$ cat src/rtl/pcu_pkg.sv
// pcu_pkg: shared widths, opcode values and the transfer-kind type
// for the next-address unit. Assumes a 32-bit, word-aligned program.
package pcu_pkg;

    localparam int XLEN      = 32;
    localparam int OP_W      = 6;
    localparam int FN_W      = 6;
    localparam int OFS_W     = 16;
    localparam int JFIELD_W  = 26;
    localparam int REG_IDX_W = 5;

    localparam logic [OP_W-1:0] OPC_SPECIAL = 6'd0;
    localparam logic [OP_W-1:0] OPC_JUMP    = 6'd2;
    localparam logic [OP_W-1:0] OPC_CALL    = 6'd3;
    localparam logic [OP_W-1:0] OPC_BR_EQ   = 6'd4;
    localparam logic [OP_W-1:0] OPC_BR_NE   = 6'd5;
    localparam logic [FN_W-1:0] FN_JREG     = 6'd8;

    typedef enum logic [2:0] {
        XFER_SEQ,
        XFER_BEQ,
        XFER_BNE,
        XFER_JMP,
        XFER_CALL,
        XFER_JREG
    } xfer_e;

endpackage

$ cat src/rtl/pcu_decode.sv
// pcu_decode: classifies an instruction into one transfer kind.
// Assumes opcode and function code are already split out by the caller;
// any encoding not recognised is treated as straight-line flow.
module pcu_decode
    import pcu_pkg::*;
(
    input  logic [OP_W-1:0] opcode,
    input  logic [FN_W-1:0] funct,
    output xfer_e           kind
);

    // Map opcode/function pair to a transfer kind.
    always_comb begin
        unique case (opcode)
            OPC_JUMP:    kind = XFER_JMP;
            OPC_CALL:    kind = XFER_CALL;
            OPC_BR_EQ:   kind = XFER_BEQ;
            OPC_BR_NE:   kind = XFER_BNE;
            OPC_SPECIAL: kind = (funct == FN_JREG) ? XFER_JREG : XFER_SEQ;
            default:     kind = XFER_SEQ;
        endcase
    end

endmodule

$ cat src/rtl/pcu_target.sv
// pcu_target: computes PC+4, the PC-relative branch target, the
// region-preserving jump target, and selects the next PC by kind.
// Assumes operands are compared as raw bit patterns for equality.
module pcu_target
    import pcu_pkg::*;
#(
    parameter int REGION_BITS = 4
) (
    input  logic [XLEN-1:0]     pc_cur,
    input  xfer_e               kind,
    input  logic [JFIELD_W-1:0] field,
    input  logic [XLEN-1:0]     rs_val,
    input  logic [XLEN-1:0]     rt_val,
    output logic [XLEN-1:0]     pc_plus4,
    output logic [XLEN-1:0]     pc_next
);

    localparam int SEXT_W = XLEN - OFS_W - 2;

    logic [XLEN-1:0] br_dest;
    logic [XLEN-1:0] jmp_dest;
    logic            ops_equal;
    logic            take_branch;

    // Sequential address and operand comparison.
    always_comb begin
        pc_plus4  = pc_cur + XLEN'(4);
        ops_equal = (rs_val == rt_val);
    end

    // Word offset, sign-extended and scaled, added to PC+4.
    always_comb begin
        br_dest = pc_plus4 +
            {{SEXT_W{field[OFS_W-1]}}, field[OFS_W-1:0], 2'b00};
    end

    // Absolute jump keeps the region bits of PC+4.
    generate
        if (REGION_BITS > 0) begin : g_region
            always_comb jmp_dest = {pc_plus4[XLEN-1 -: REGION_BITS], field, 2'b00};
        end else begin : g_flat
            always_comb jmp_dest = XLEN'({field, 2'b00});
        end
    endgenerate

    // Branch decision per conditional kind.
    always_comb begin
        unique case (kind)
            XFER_BEQ: take_branch = ops_equal;
            XFER_BNE: take_branch = !ops_equal;
            default:  take_branch = 1'b0;
        endcase
    end

    // Final next-address selection.
    always_comb begin
        unique case (kind)
            XFER_JMP, XFER_CALL: pc_next = jmp_dest;
            XFER_JREG:           pc_next = rs_val;
            XFER_BEQ, XFER_BNE:  pc_next = take_branch ? br_dest : pc_plus4;
            default:             pc_next = pc_plus4;
        endcase
    end

endmodule

$ cat src/rtl/pcu_pc_reg.sv
// pcu_pc_reg: the program counter register with synchronous active-low
// reset and an advance enable. Reset wins over advance.
module pcu_pc_reg
    import pcu_pkg::*;
#(
    parameter logic [XLEN-1:0] RESET_ADDR = '0
) (
    input  logic            clk,
    input  logic            rst_n,
    input  logic            adv,
    input  logic [XLEN-1:0] pc_next,
    output logic [XLEN-1:0] pc_q
);

    // Load reset address, or the next PC when advancing.
    always_ff @(posedge clk) begin
        if (!rst_n)   pc_q <= RESET_ADDR;
        else if (adv) pc_q <= pc_next;
    end

    AST_HOLD_NO_ADV: assert property (@(posedge clk) disable iff (!rst_n)
        !adv |=> $stable(pc_q));

endmodule

$ cat src/rtl/pcu_next_addr.sv
// pcu_next_addr: top of the next-address unit. Decodes the presented
// instruction, computes the following PC, holds it, and raises a
// return-address write request for calls. Assumes the caller keeps
// instr and operands stable around the clock edge.
module pcu_next_addr
    import pcu_pkg::*;
#(
    parameter int LINK_REG    = 31,
    parameter int REGION_BITS = 4
) (
    input  logic                 clk,
    input  logic                 rst_n,
    input  logic                 adv,
    input  logic [XLEN-1:0]      instr,
    input  logic [XLEN-1:0]      rs_val,
    input  logic [XLEN-1:0]      rt_val,
    output logic [XLEN-1:0]      pc,
    output logic                 link_we,
    output logic [REG_IDX_W-1:0] link_addr,
    output logic [XLEN-1:0]      link_data
);

    xfer_e           kind;
    logic [XLEN-1:0] pc_plus4;
    logic [XLEN-1:0] pc_next;

    pcu_decode u_dec (
        .opcode (instr[XLEN-1 -: OP_W]),
        .funct  (instr[FN_W-1:0]),
        .kind   (kind)
    );

    pcu_target #(.REGION_BITS(REGION_BITS)) u_tgt (
        .pc_cur   (pc),
        .kind     (kind),
        .field    (instr[JFIELD_W-1:0]),
        .rs_val   (rs_val),
        .rt_val   (rt_val),
        .pc_plus4 (pc_plus4),
        .pc_next  (pc_next)
    );

    pcu_pc_reg u_pc (
        .clk     (clk),
        .rst_n   (rst_n),
        .adv     (adv),
        .pc_next (pc_next),
        .pc_q    (pc)
    );

    // Return-address request, valid only while a call retires.
    always_comb begin
        link_we   = adv && (kind == XFER_CALL);
        link_addr = REG_IDX_W'(LINK_REG);
        link_data = pc_plus4;
    end

    AST_LINK_ONLY_CALL: assert property (@(posedge clk) disable iff (!rst_n)
        link_we |-> (adv && instr[XLEN-1 -: OP_W] == OPC_CALL));
    AST_LINK_RET_ADDR: assert property (@(posedge clk) disable iff (!rst_n)
        link_we |-> (link_data == pc + XLEN'(4) && link_addr == 5'd31));
    AST_JREG_LOAD: assert property (@(posedge clk) disable iff (!rst_n)
        (adv && kind == XFER_JREG) |=> pc == $past(rs_val));
    AST_SEQ_STEP: assert property (@(posedge clk) disable iff (!rst_n)
        (adv && kind == XFER_SEQ) |=> pc == $past(pc) + XLEN'(4));
    AST_BEQ_FALL: assert property (@(posedge clk) disable iff (!rst_n)
        (adv && kind == XFER_BEQ && rs_val != rt_val) |=> pc == $past(pc) + XLEN'(4));
    AST_BNE_FALL: assert property (@(posedge clk) disable iff (!rst_n)
        (adv && kind == XFER_BNE && rs_val == rt_val) |=> pc == $past(pc) + XLEN'(4));
    AST_JUMP_REGION: assert property (@(posedge clk) disable iff (!rst_n)
        (adv && (kind == XFER_JMP || kind == XFER_CALL))
        |=> (pc[XLEN-1 -: 4] == $past(pc_plus4[XLEN-1 -: 4]) && pc[1:0] == 2'b00));

endmodule

$ cat config.mk
export PLATFORM = sky130hd
export DESIGN_NAME = pcu_next_addr
export DESIGN_NICKNAME = d
export VERILOG_FILES = /design/src/rtl/pcu_pkg.sv /design/src/rtl/pcu_decode.sv /design/src/rtl/pcu_target.sv /design/src/rtl/pcu_pc_reg.sv /design/src/rtl/pcu_next_addr.sv
export SDC_FILE = /design/constraint.sdc
export NUM_CORES = 1
export LEC_CHECK = 0
export BUFFER_PORTS_ARGS = -buffer_cell sky130_fd_sc_hd__buf_2
export CAP_MARGIN = 40
export CORE_MARGIN = 3
export CORE_UTILIZATION = 45
export DETAILED_ROUTE_END_ITERATION = 6
export PLACE_DENSITY_LB_ADDON = 0.2
export SYNTH_ARGS = -nofsm -noshare
export SYNTH_HDL_FRONTEND = slang
export SYNTH_SLANG_ARGS = --single-unit
export TNS_END_PERCENT = 30
$ cat constraint.sdc
create_clock -name clk -period 11.56 [get_ports clk]
set_clock_uncertainty 0.15 [all_clocks]
set_input_delay 0.578 -clock clk [delete_from_list [all_inputs] [get_ports clk]]
set_output_delay 0.578 -clock clk [all_outputs]
set_load 0.01 [all_outputs]
==> results of run 1 <==
==> cells by family after synthesis <==
family	Yosys count
multiplexers	2
AND/OR/NAND/NOR	182
AO/OA/AOI/OAI	196
flip-flops	32
other	1
adder cells (fa/ha/maj)	35
XOR/XNOR	74
buffers and inverters	58
==> layout make-up <==
| class | instances | share of cell area |
|---|---|---|
| multi-input cells | 494 | 0.650 |
| clock buffers | 8 | 0.0168 |
| inverters | 26 | 0.0182 |
| flip-flops and latches | 32 | 0.120 |
| well taps | 129 | 0.0301 |
| repair buffers | 170 | 0.165 |
==> power groups by stage <==
stage	combinational, mW	clock [mW]	sequential [mW]
2_1_floorplan	0.115	0	0.131
3_3_place_gp	0.186	0	0.130
3_5_place_dp	0.188	0	0.130
4_1_cts	0.189	0.0986	0.128
5_1_grt	0.210	0.102	0.129
6_report	0.191	0.0970	0.128
==> worst paths after layout <==
kind / from / end / slack (ps) / cells after the start
worst max-delay path: u_pc.pc_q[2] / u_pc.pc_q[29] / 7240 / 15
worst min-delay path: u_pc.pc_q[1] / u_pc.pc_q[1] / 390 / 2
worst max register to register: u_pc.pc_q[2] / u_pc.pc_q[29] / 7240 / 15
worst min register to register: u_pc.pc_q[1] / u_pc.pc_q[1] / 390 / 2
==> critical path, stage by stage (launching register included) <==
cell and delay (ps):
dfxtp_1 410, ha_1 250, nand2_1 90, nor3_1 470
clkbuf_2 270, nand2_1 80, xnor2_1 250, ha_1 340
a211oi_1 240, o21bai_1 190, a221oi_4 330, o21ai_0 150
o32a_1 410, a31oi_1 250, mux2i_1 220, a31oi_1 100
==> synth_stat cells (all sizes together), types with 4 or more instances <==
| master | count | area share |
|---|---|---|
| buf | 12 | 0.021 |
| o21a | 4 | 0.0069 |
| and3 | 10 | 0.014 |
| xnor2 | 27 | 0.054 |
| inv | 26 | 0.022 |
| dfxtp | 32 | 0.15 |
| xor2 | 47 | 0.096 |
| a31oi | 20 | 0.029 |
| nand4 | 15 | 0.023 |
| a21oi | 30 | 0.035 |
| nand3 | 9 | 0.010 |
| a221oi | 27 | 0.064 |
| o21ai | 53 | 0.061 |
| and4 | 6 | 0.012 |
| and2 | 6 | 0.0086 |
| nor2 | 34 | 0.029 |
| a21o | 13 | 0.022 |
| nand3b | 7 | 0.012 |
| nor4 | 14 | 0.023 |
| a221o | 11 | 0.025 |
| a21boi | 4 | 0.0069 |
| clkbuf | 20 | 0.017 |
| nand2 | 51 | 0.044 |
| ha | 34 | 0.097 |
| a211oi | 9 | 0.015 |
| nor3 | 15 | 0.017 |
==> routing by layer <==
layer / vias up / routed length, um
li1: 2484 / -
met1: 2490 / 6920
met2: 288 / 8030
met3: 47 / 1630
met4: 0 / 542
met5: - / 0
==> metrics, run 1 <==
met3 Usage GRT 0.0476; max reg flops 32; share of cells above drive strength 1 0.263; sequential area share after synthesis 0.147; relative slew slack 0.496; Clk pin slew, worst setup/hold paths 80 ps; pre-CTS setup slack 7130 ps; setup bufs post-CTS 0; Arr. time, crit path 4320 ps; CTS tree built; hold slack 391 ps; Total Routing Usage GR 0.301; global route overflow 0; first-pass GRT wire length 26.7 mm; vias in the first global route 4940; Logic pwr share 0.460; CTS Buf Count 5; outcome complete, no violations; sequential share of power 0.307; met1 usage 0.395; Filler cells 944; RSZ-0062 raised after global routing no; switch share 0.413; post-layout util 0.574; P_sw 0.172 mW; Post-DP Area 5260 um2; dpl hpwl 13.7 mm; Max Freq 231 MHz; EDFF count, synth 0; DR WL/cell 19.9 um; Async SR Flop Fraction 0; Clock Path Buffers 2; Clock power frac 0.233; Row Count 35; power per standard cell area 77.8 nW/um2; post-route antenna net violation count 0; maximum vdd drop 0.0395 mV; antenna violations before repair 0; GR peak layer met2; Synth Area in Compound Gates 0.315; number of nets in the layout 863; Initial Util 0.469; synthesized flop and latch total 32; biggest regs u_pc.pc_q: 32 flops; commonest non-fill, non-tap cell in the layout buf_2; vias 5309; # hold bufs at CTS 0; die area 10900 um2; total power 0.417 mW; H-tree depth 2; footprint of the multi-input gates 3480 um2; area grow syn2layout 22.6%; clk root buf clkbuf_8; XOR/XNOR Fraction of Synth Area 0.150; leakage power 2.53 nW; worst path required time 11560 ps; DR iter-0 viols 484; Die X 105 um; max cap viols 0; fin cells 859; crit-path max FO 6; Yosys cell types 68; endpoint type of the worst setup path register; WS Path Type register to register; largest net degree at the start of global routing 36; Syn Area/Cell 7.54 um2; largest family of logic cells by synthesized area compound AO/OA/AOI/OAI gates; Global Route met2 Usage 0.497; Tcrit/Tclk final 0.374; Die Ht 105 um; mux contribution to synthesized area 0.00458; Post-Synth Simple-Gate Area 0.221; PostCTS Resize Cnt 0; most used flip-flop cell after synthesis dfxtp_1; Setup Total Neg Slack 0 ps; post-synthesis adder-cell area fraction 0.102; Most flops, register u_pc.pc_q; Setup WS post-layout 7240 ps; CORE AREA 9330 um2; drt drc 0; Worst Hold Class register to register; fin area 5360 um2; Final setup viols 0; Post-Syn Area 4370 um2; Vias/cell 6.18; Pint 0.245 mW; Storage cell area 641 um2; Cells after Synth 580; Placed Cells incl. Taps 850; GPL Wtd Cong 0.986; CP Launch Type register; antenna diode count 0; clock sink count 32; Worst-Margin Slew 749 ps; Clk Latency, worst-skew pair 290 ps; Yosys warning count 0; most frequent cells in the layout buf_2, o21ai_0, nand2_1; Slew Viols, Final 0; DRT Wirelength 17.1 mm; number of port buffers 163; Final Hold Viols 0; drt pass-1 iters 5; io pins 169; Period minus WS final 4320 ps
(Power assumes the default switching activity.)
==> run 2, diff against run 1 <==
clock period = 4.23 ns   (was 11.56 ns; I/O delays follow)
==> metrics, run 2 (synthesized netlist as in run 1, its figures left out) <==
most frequent cells in the layout buf_2, o21ai_0, nand2_1; Slew Viols, Final 0 (unchanged); CP startpoint u_pc.pc_q[4]; slowest stage delay, CP 530 ps (+60 ps); clock sink count 32 (unchanged); Die Ht 105 um (unchanged); Clock Path Buffers 2 (unchanged); DRT Wirelength 17.3 mm (+1.2%); worst hold path stage count 3 (+1); number of nets in the layout 869 (+0.70%); max cap viols 0 (unchanged); pre-CTS setup slack 128 ps (-7010 ps); H-tree depth 2 (unchanged); Placed Cells incl. Taps 857 (+0.82%); Worst Hold Class input pin to register; relative slew slack 0.474 (-0.0217); clk root buf clkbuf_8; Final Hold Viols 0 (unchanged); vias 5293 (-0.30%); CP Launch Type register; Vias/cell 6.12 (-0.99%); Pint 0.676 mW (+180%); crit path capture u_pc.pc_q[24]; io pins 169 (unchanged); number of port buffers 163 (unchanged); Arr. time, crit path 4000 ps (-320 ps); Top delay family on crit path compound AO/OA/AOI/OAI gates; CTS tree built; RSZ-0062 raised after global routing yes; crit-path max FO 7 (+1); Worst-Margin Slew 781 ps (+32.2 ps); total power 1.16 mW (+180%); antenna violations before repair 0 (unchanged); CTS Buf Count 5 (unchanged); worst path required time 4260 ps (-7300 ps); commonest non-fill, non-tap cell in the layout buf_2; leakage power 2.61 nW (+3.0%); PostCTS Resize Cnt 0 (unchanged); wire length on met2 7.83 mm (-2.4%); Clk Latency, worst-skew pair 300 ps (about the same); drt drc 0 (unchanged); # hold bufs at CTS 0 (unchanged); R2R depth 13 (-2); sequential share of power 0.303 (-0.004); biggest regs u_pc.pc_q: 32 flops; reg-to-reg slack, setup 260 ps (-6980 ps); setup bufs post-CTS 0 (unchanged); Storage cell area 641 um2 (unchanged); top sig layer met4; CP Depth 13 (-2); die area 10900 um2 (unchanged); DR WL/cell 20.0 um (+0.47%); max reg flops 32 (unchanged); Clk pin slew, worst setup/hold paths 80 ps (about the same); footprint of the multi-input gates 3540 um2 (+1.8%); CORE AREA 9330 um2 (unchanged); CP bufs+invs 0 (-1); routed wl met3 1.83 mm (+12%); DR iter-0 viols 462 (-4.5%); reg-to-reg startpoint u_pc.pc_q[4]; P_sw 0.479 mW (+180%); switch share 0.415 (+0.00217); Metal-1 WL 6.89 mm (-0.42%); first-pass GRT wire length 26.4 mm (-1.4%); Total Routing Usage GR 0.299 (-0.00201); fin cells 865 (+0.70%); maximum vdd drop 0.118 mV (+200%); Initial Util 0.469 (unchanged); Cell Chain, Critical Path and4_1, nand3_1, nor2_1, xor2_1, ha_1, a21o_1, a31oi_1, o21ai_0, a2111oi_4, nor3_1, o211ai_1, a2111oi_0, or3b_1; Max Freq 252 MHz (+8.8%); drt pass-1 iters 5 (unchanged); slowest cell on the critical path a2111oi_4; outcome complete, no violations; vias in the first global route 4918 (-0.45%); area grow syn2layout 25.3%; post-route antenna net violation count 0 (unchanged); Clock power frac 0.232 (about the same); WS Path Type register to register; Setup Total Neg Slack 0 ps (unchanged); Most flops, register u_pc.pc_q; Period minus WS final 3970 ps (-349 ps); endpoint type of the worst setup path register; GPL Wtd Cong 1.04 (+5.0%); largest net degree at the start of global routing 36 (unchanged); share of cells above drive strength 1 0.280 (+0.0169); dpl hpwl 13.8 mm (+0.47%); Die X 105 um (unchanged); Final setup viols 0 (unchanged); global route overflow 0 (unchanged); Setup WS post-layout 257 ps (-6980 ps); Tcrit/Tclk final 0.939 (+0.565); Row Count 35 (unchanged); post-layout util 0.587 (+0.0130); power per standard cell area 211 nW/um2 (+170%); RR Endpoint u_pc.pc_q[24]; Filler cells 894 (-5.3%); Logic pwr share 0.464 (+0.004); antenna diode count 0 (unchanged)
==> run 2: cell count changes in the layout (fill, tap and decap cells not counted), sizes merged <==
| cell | previous run | this run |
|---|---|---|
| clkbuf | 9 | 8 |
| buf | 169 | 176 |
==> run 2: how the worst min path moves through the flow <==
stage                 start            end  slack, ps
2_1_floorplan         rst_n  u_pc.pc_q[12]        200
3_3_place_gp   u_pc.pc_q[4]   u_pc.pc_q[4]        360
3_5_place_dp   u_pc.pc_q[0]   u_pc.pc_q[0]        370
4_1_cts           rs_val[0]   u_pc.pc_q[0]         70
5_1_grt           rs_val[0]   u_pc.pc_q[0]         80
6_report          rs_val[0]   u_pc.pc_q[0]         70
==> run 2: final cells by class <==
cell class,count,area share
repair buffers,176,0.173
inverters,26,0.0178
clock buffers,8,0.0164
multi-input cells,494,0.647
well taps,129,0.0295
flip-flops and latches,32,0.117
==> run 2: worst register-to-register path: stages, from the launching register on <==
cell and delay, ps:
dfxtp_1 430, and4_1 290, nand3_1 210, nor2_1 170
xor2_1 320, ha_1 350, a21o_1 200, a31oi_1 160
o21ai_0 180, a2111oi_4 530, nor3_1 150, o211ai_1 230
a2111oi_0 130, or3b_1 350
==> run 2: metal layers <==
metal,GRT usage,vias to the layer above
met3,0.0686,48
met2,0.484,311
met1,0.383,2434
met4,0.123,0
met5,0,-
li1,-,2500
==> run 2: power by group through the flow <==
stage	clock, mW	sequential (mW)	combinational, mW
final	0.268	0.350	0.537
after global routing	0.284	0.354	0.582
after CTS	0.270	0.349	0.522
after detailed placement	0	0.356	0.519
after global placement	0	0.354	0.514
after floorplan	0	0.359	0.315
==> run 2: through the flow <==
stage	hold slack, ps	instance area [um2]
final	72.3	5480
after global routing	82.0	5480
after CTS	65.4	5420
after detailed placement	371	5330
after global placement	355	5300
after floorplan	200	4390
==> run 3, diff against run 2 <==
CORE_UTILIZATION = 43   (was 45)
SKIP_CTS_REPAIR_TIMING = 1   (was default)
==> metrics, run 3 (synthesized netlist as in run 1, its figures left out) <==
maximum vdd drop 0.103 mV (-13%); drt drc 0 (unchanged); area grow syn2layout 24.7%; Filler cells 1004 (+12%); Setup Total Neg Slack 0 ps (unchanged); GPL Wtd Cong 1.02 (-1.8%); DR WL/cell 19.9 um (-0.65%); io pins 169 (unchanged); most frequent cells in the layout buf_2, o21ai_0, nand2_1; Top delay family on crit path compound AO/OA/AOI/OAI gates; drt pass-1 iters 5 (unchanged); WS Path Type register to register; crit-path max FO 6 (-1); RSZ-0062 raised after global routing no; Vias/cell 6.06 (-0.99%); Cell Chain, Critical Path ha_2, nand2_1, nor3_1, buf_4, nand2_1, xnor2_1, ha_1, a211oi_1, o21bai_1, a221oi_4, o21ai_0, o32a_1, a31oi_1, mux2i_1, a31oi_1; clock sink count 32 (unchanged); post-route antenna net violation count 0 (unchanged); Setup WS post-layout 228 ps (-28.9 ps); commonest non-fill, non-tap cell in the layout buf_2; power per standard cell area 211 nW/um2 (+0.22%); CP bufs+invs 1 (+1); antenna diode count 0 (unchanged); Storage cell area 641 um2 (unchanged); vias 5259 (-0.64%); pre-CTS setup slack 83.4 ps (-44.6 ps); slowest cell on the critical path dfxtp_1; Final setup viols 0 (unchanged); worst path required time 4230 ps (-30 ps); Tcrit/Tclk final 0.946 (+0.00684); die area 11400 um2 (+4.4%); Worst Hold Class input pin to register; largest net degree at the start of global routing 36 (unchanged); hold slack 53.8 ps (-18.6 ps); slowest stage delay, CP 410 ps (-120 ps); number of nets in the layout 868 (-0.12%); CP Launch Type register; Clk pin slew, worst setup/hold paths 80 ps (about the same); reg-to-reg slack, setup 230 ps (-30 ps); clk root buf clkbuf_8; Die X 107 um (+2.2%); DR iter-0 viols 436 (-5.6%); Die Ht 107 um (+2.2%); Clock Path Buffers 2 (unchanged); CORE AREA 9820 um2 (+5.3%); global route overflow 0 (unchanged); vias in the first global route 5059 (+2.9%); Period minus WS final 4000 ps (+28.9 ps); R2R depth 15 (+2); Total Routing Usage GR 0.295 (-0.00385); outcome complete, no violations; Final Hold Viols 0 (unchanged); max reg flops 32 (unchanged); worst hold path stage count 3 (unchanged); fin cells 868 (+0.35%); Worst-Margin Slew 866 ps (+84.8 ps); endpoint type of the worst setup path register; antenna violations before repair 0 (unchanged); share of cells above drive strength 1 0.280 (+0.000381); CTS Buf Count 5 (unchanged); Max Freq 250 MHz (-0.72%); biggest regs u_pc.pc_q: 32 flops; relative slew slack 0.423 (-0.0517); reg-to-reg startpoint u_pc.pc_q[2]; RR Endpoint u_pc.pc_q[29]; max cap viols 0 (unchanged); DRT Wirelength 17.3 mm (-0.31%); total power 1.15 mW (-0.31%); number of port buffers 163 (unchanged); CTS tree built; footprint of the multi-input gates 3540 um2 (about the same); Placed Cells incl. Taps 860 (+0.35%); Row Count 36 (+2.9%); Slew Viols, Final 0 (unchanged); first-pass GRT wire length 26.7 mm (+1.4%); Hold Path Origin rs_val[1]; leakage power 2.58 nW (-1.0%); Hold EP u_pc.pc_q[1]; Arr. time, crit path 4000 ps (about the same); Most flops, register u_pc.pc_q; Clk Latency, worst-skew pair 290 ps (about the same); dpl hpwl 13.7 mm (-0.39%); H-tree depth 2 (unchanged); Initial Util 0.445 (-0.0235)
==> run 3: cell types whose count changed in the layout (fill, tap and decap cells not counted), sizes merged <==
cell / previous run / this run
buf: 176 / 175
==> run 3: metrics by stage <==
step | instance area (um2) | utilization
after floorplan | 4390 | -
after global placement | 5280 | 0.538
after detailed placement | 5300 | 0.540
after CTS | 5390 | 0.549
after global routing | 5450 | 0.555
final | 5450 | 0.555
==> run 3: worst min-delay path, stage by stage <==
cell     delay (ps)
buf_2            90
a32oi_1          90
nor2_1           70
==> run 3: how the worst max path moves through the flow <==
stage / start / to / slack, ps / depth (start not counted)
final: u_pc.pc_q[2] / u_pc.pc_q[29] / 230 / 15
after global routing: u_pc.pc_q[2] / u_pc.pc_q[29] / 40 / 15
after CTS: u_pc.pc_q[2] / u_pc.pc_q[24] / 80 / 14
after detailed placement: u_pc.pc_q[2] / u_pc.pc_q[24] / 80 / 14
after global placement: u_pc.pc_q[2] / u_pc.pc_q[24] / 170 / 14
after floorplan: u_pc.pc_q[2] / u_pc.pc_q[29] / 330 / 14
==> run 3: layout make-up <==
cell class              count  area share
inverters                  26      0.0179
well taps                 133      0.0305
repair buffers            175       0.168
multi-input cells         494       0.650
clock buffers               8      0.0165
flip-flops and latches     32       0.118
==> run 3: power by group <==
part / internal (mW) / switching [mW] / total (mW)
clock network: 0.133 / 0.136 / 0.269
logic: 0.222 / 0.311 / 0.533
registers: 0.321 / 0.0290 / 0.350
==> run 3: per-layer routing <==
metal | vias up | global-route usage | routed length (um)
li1 | 2499 | - | -
met1 | 2458 | 0.380 | 7080
met4 | 0 | 0.100 | 494
met3 | 33 | 0.0464 | 1490
met5 | - | 0 | 0
met2 | 269 | 0.501 | 8190
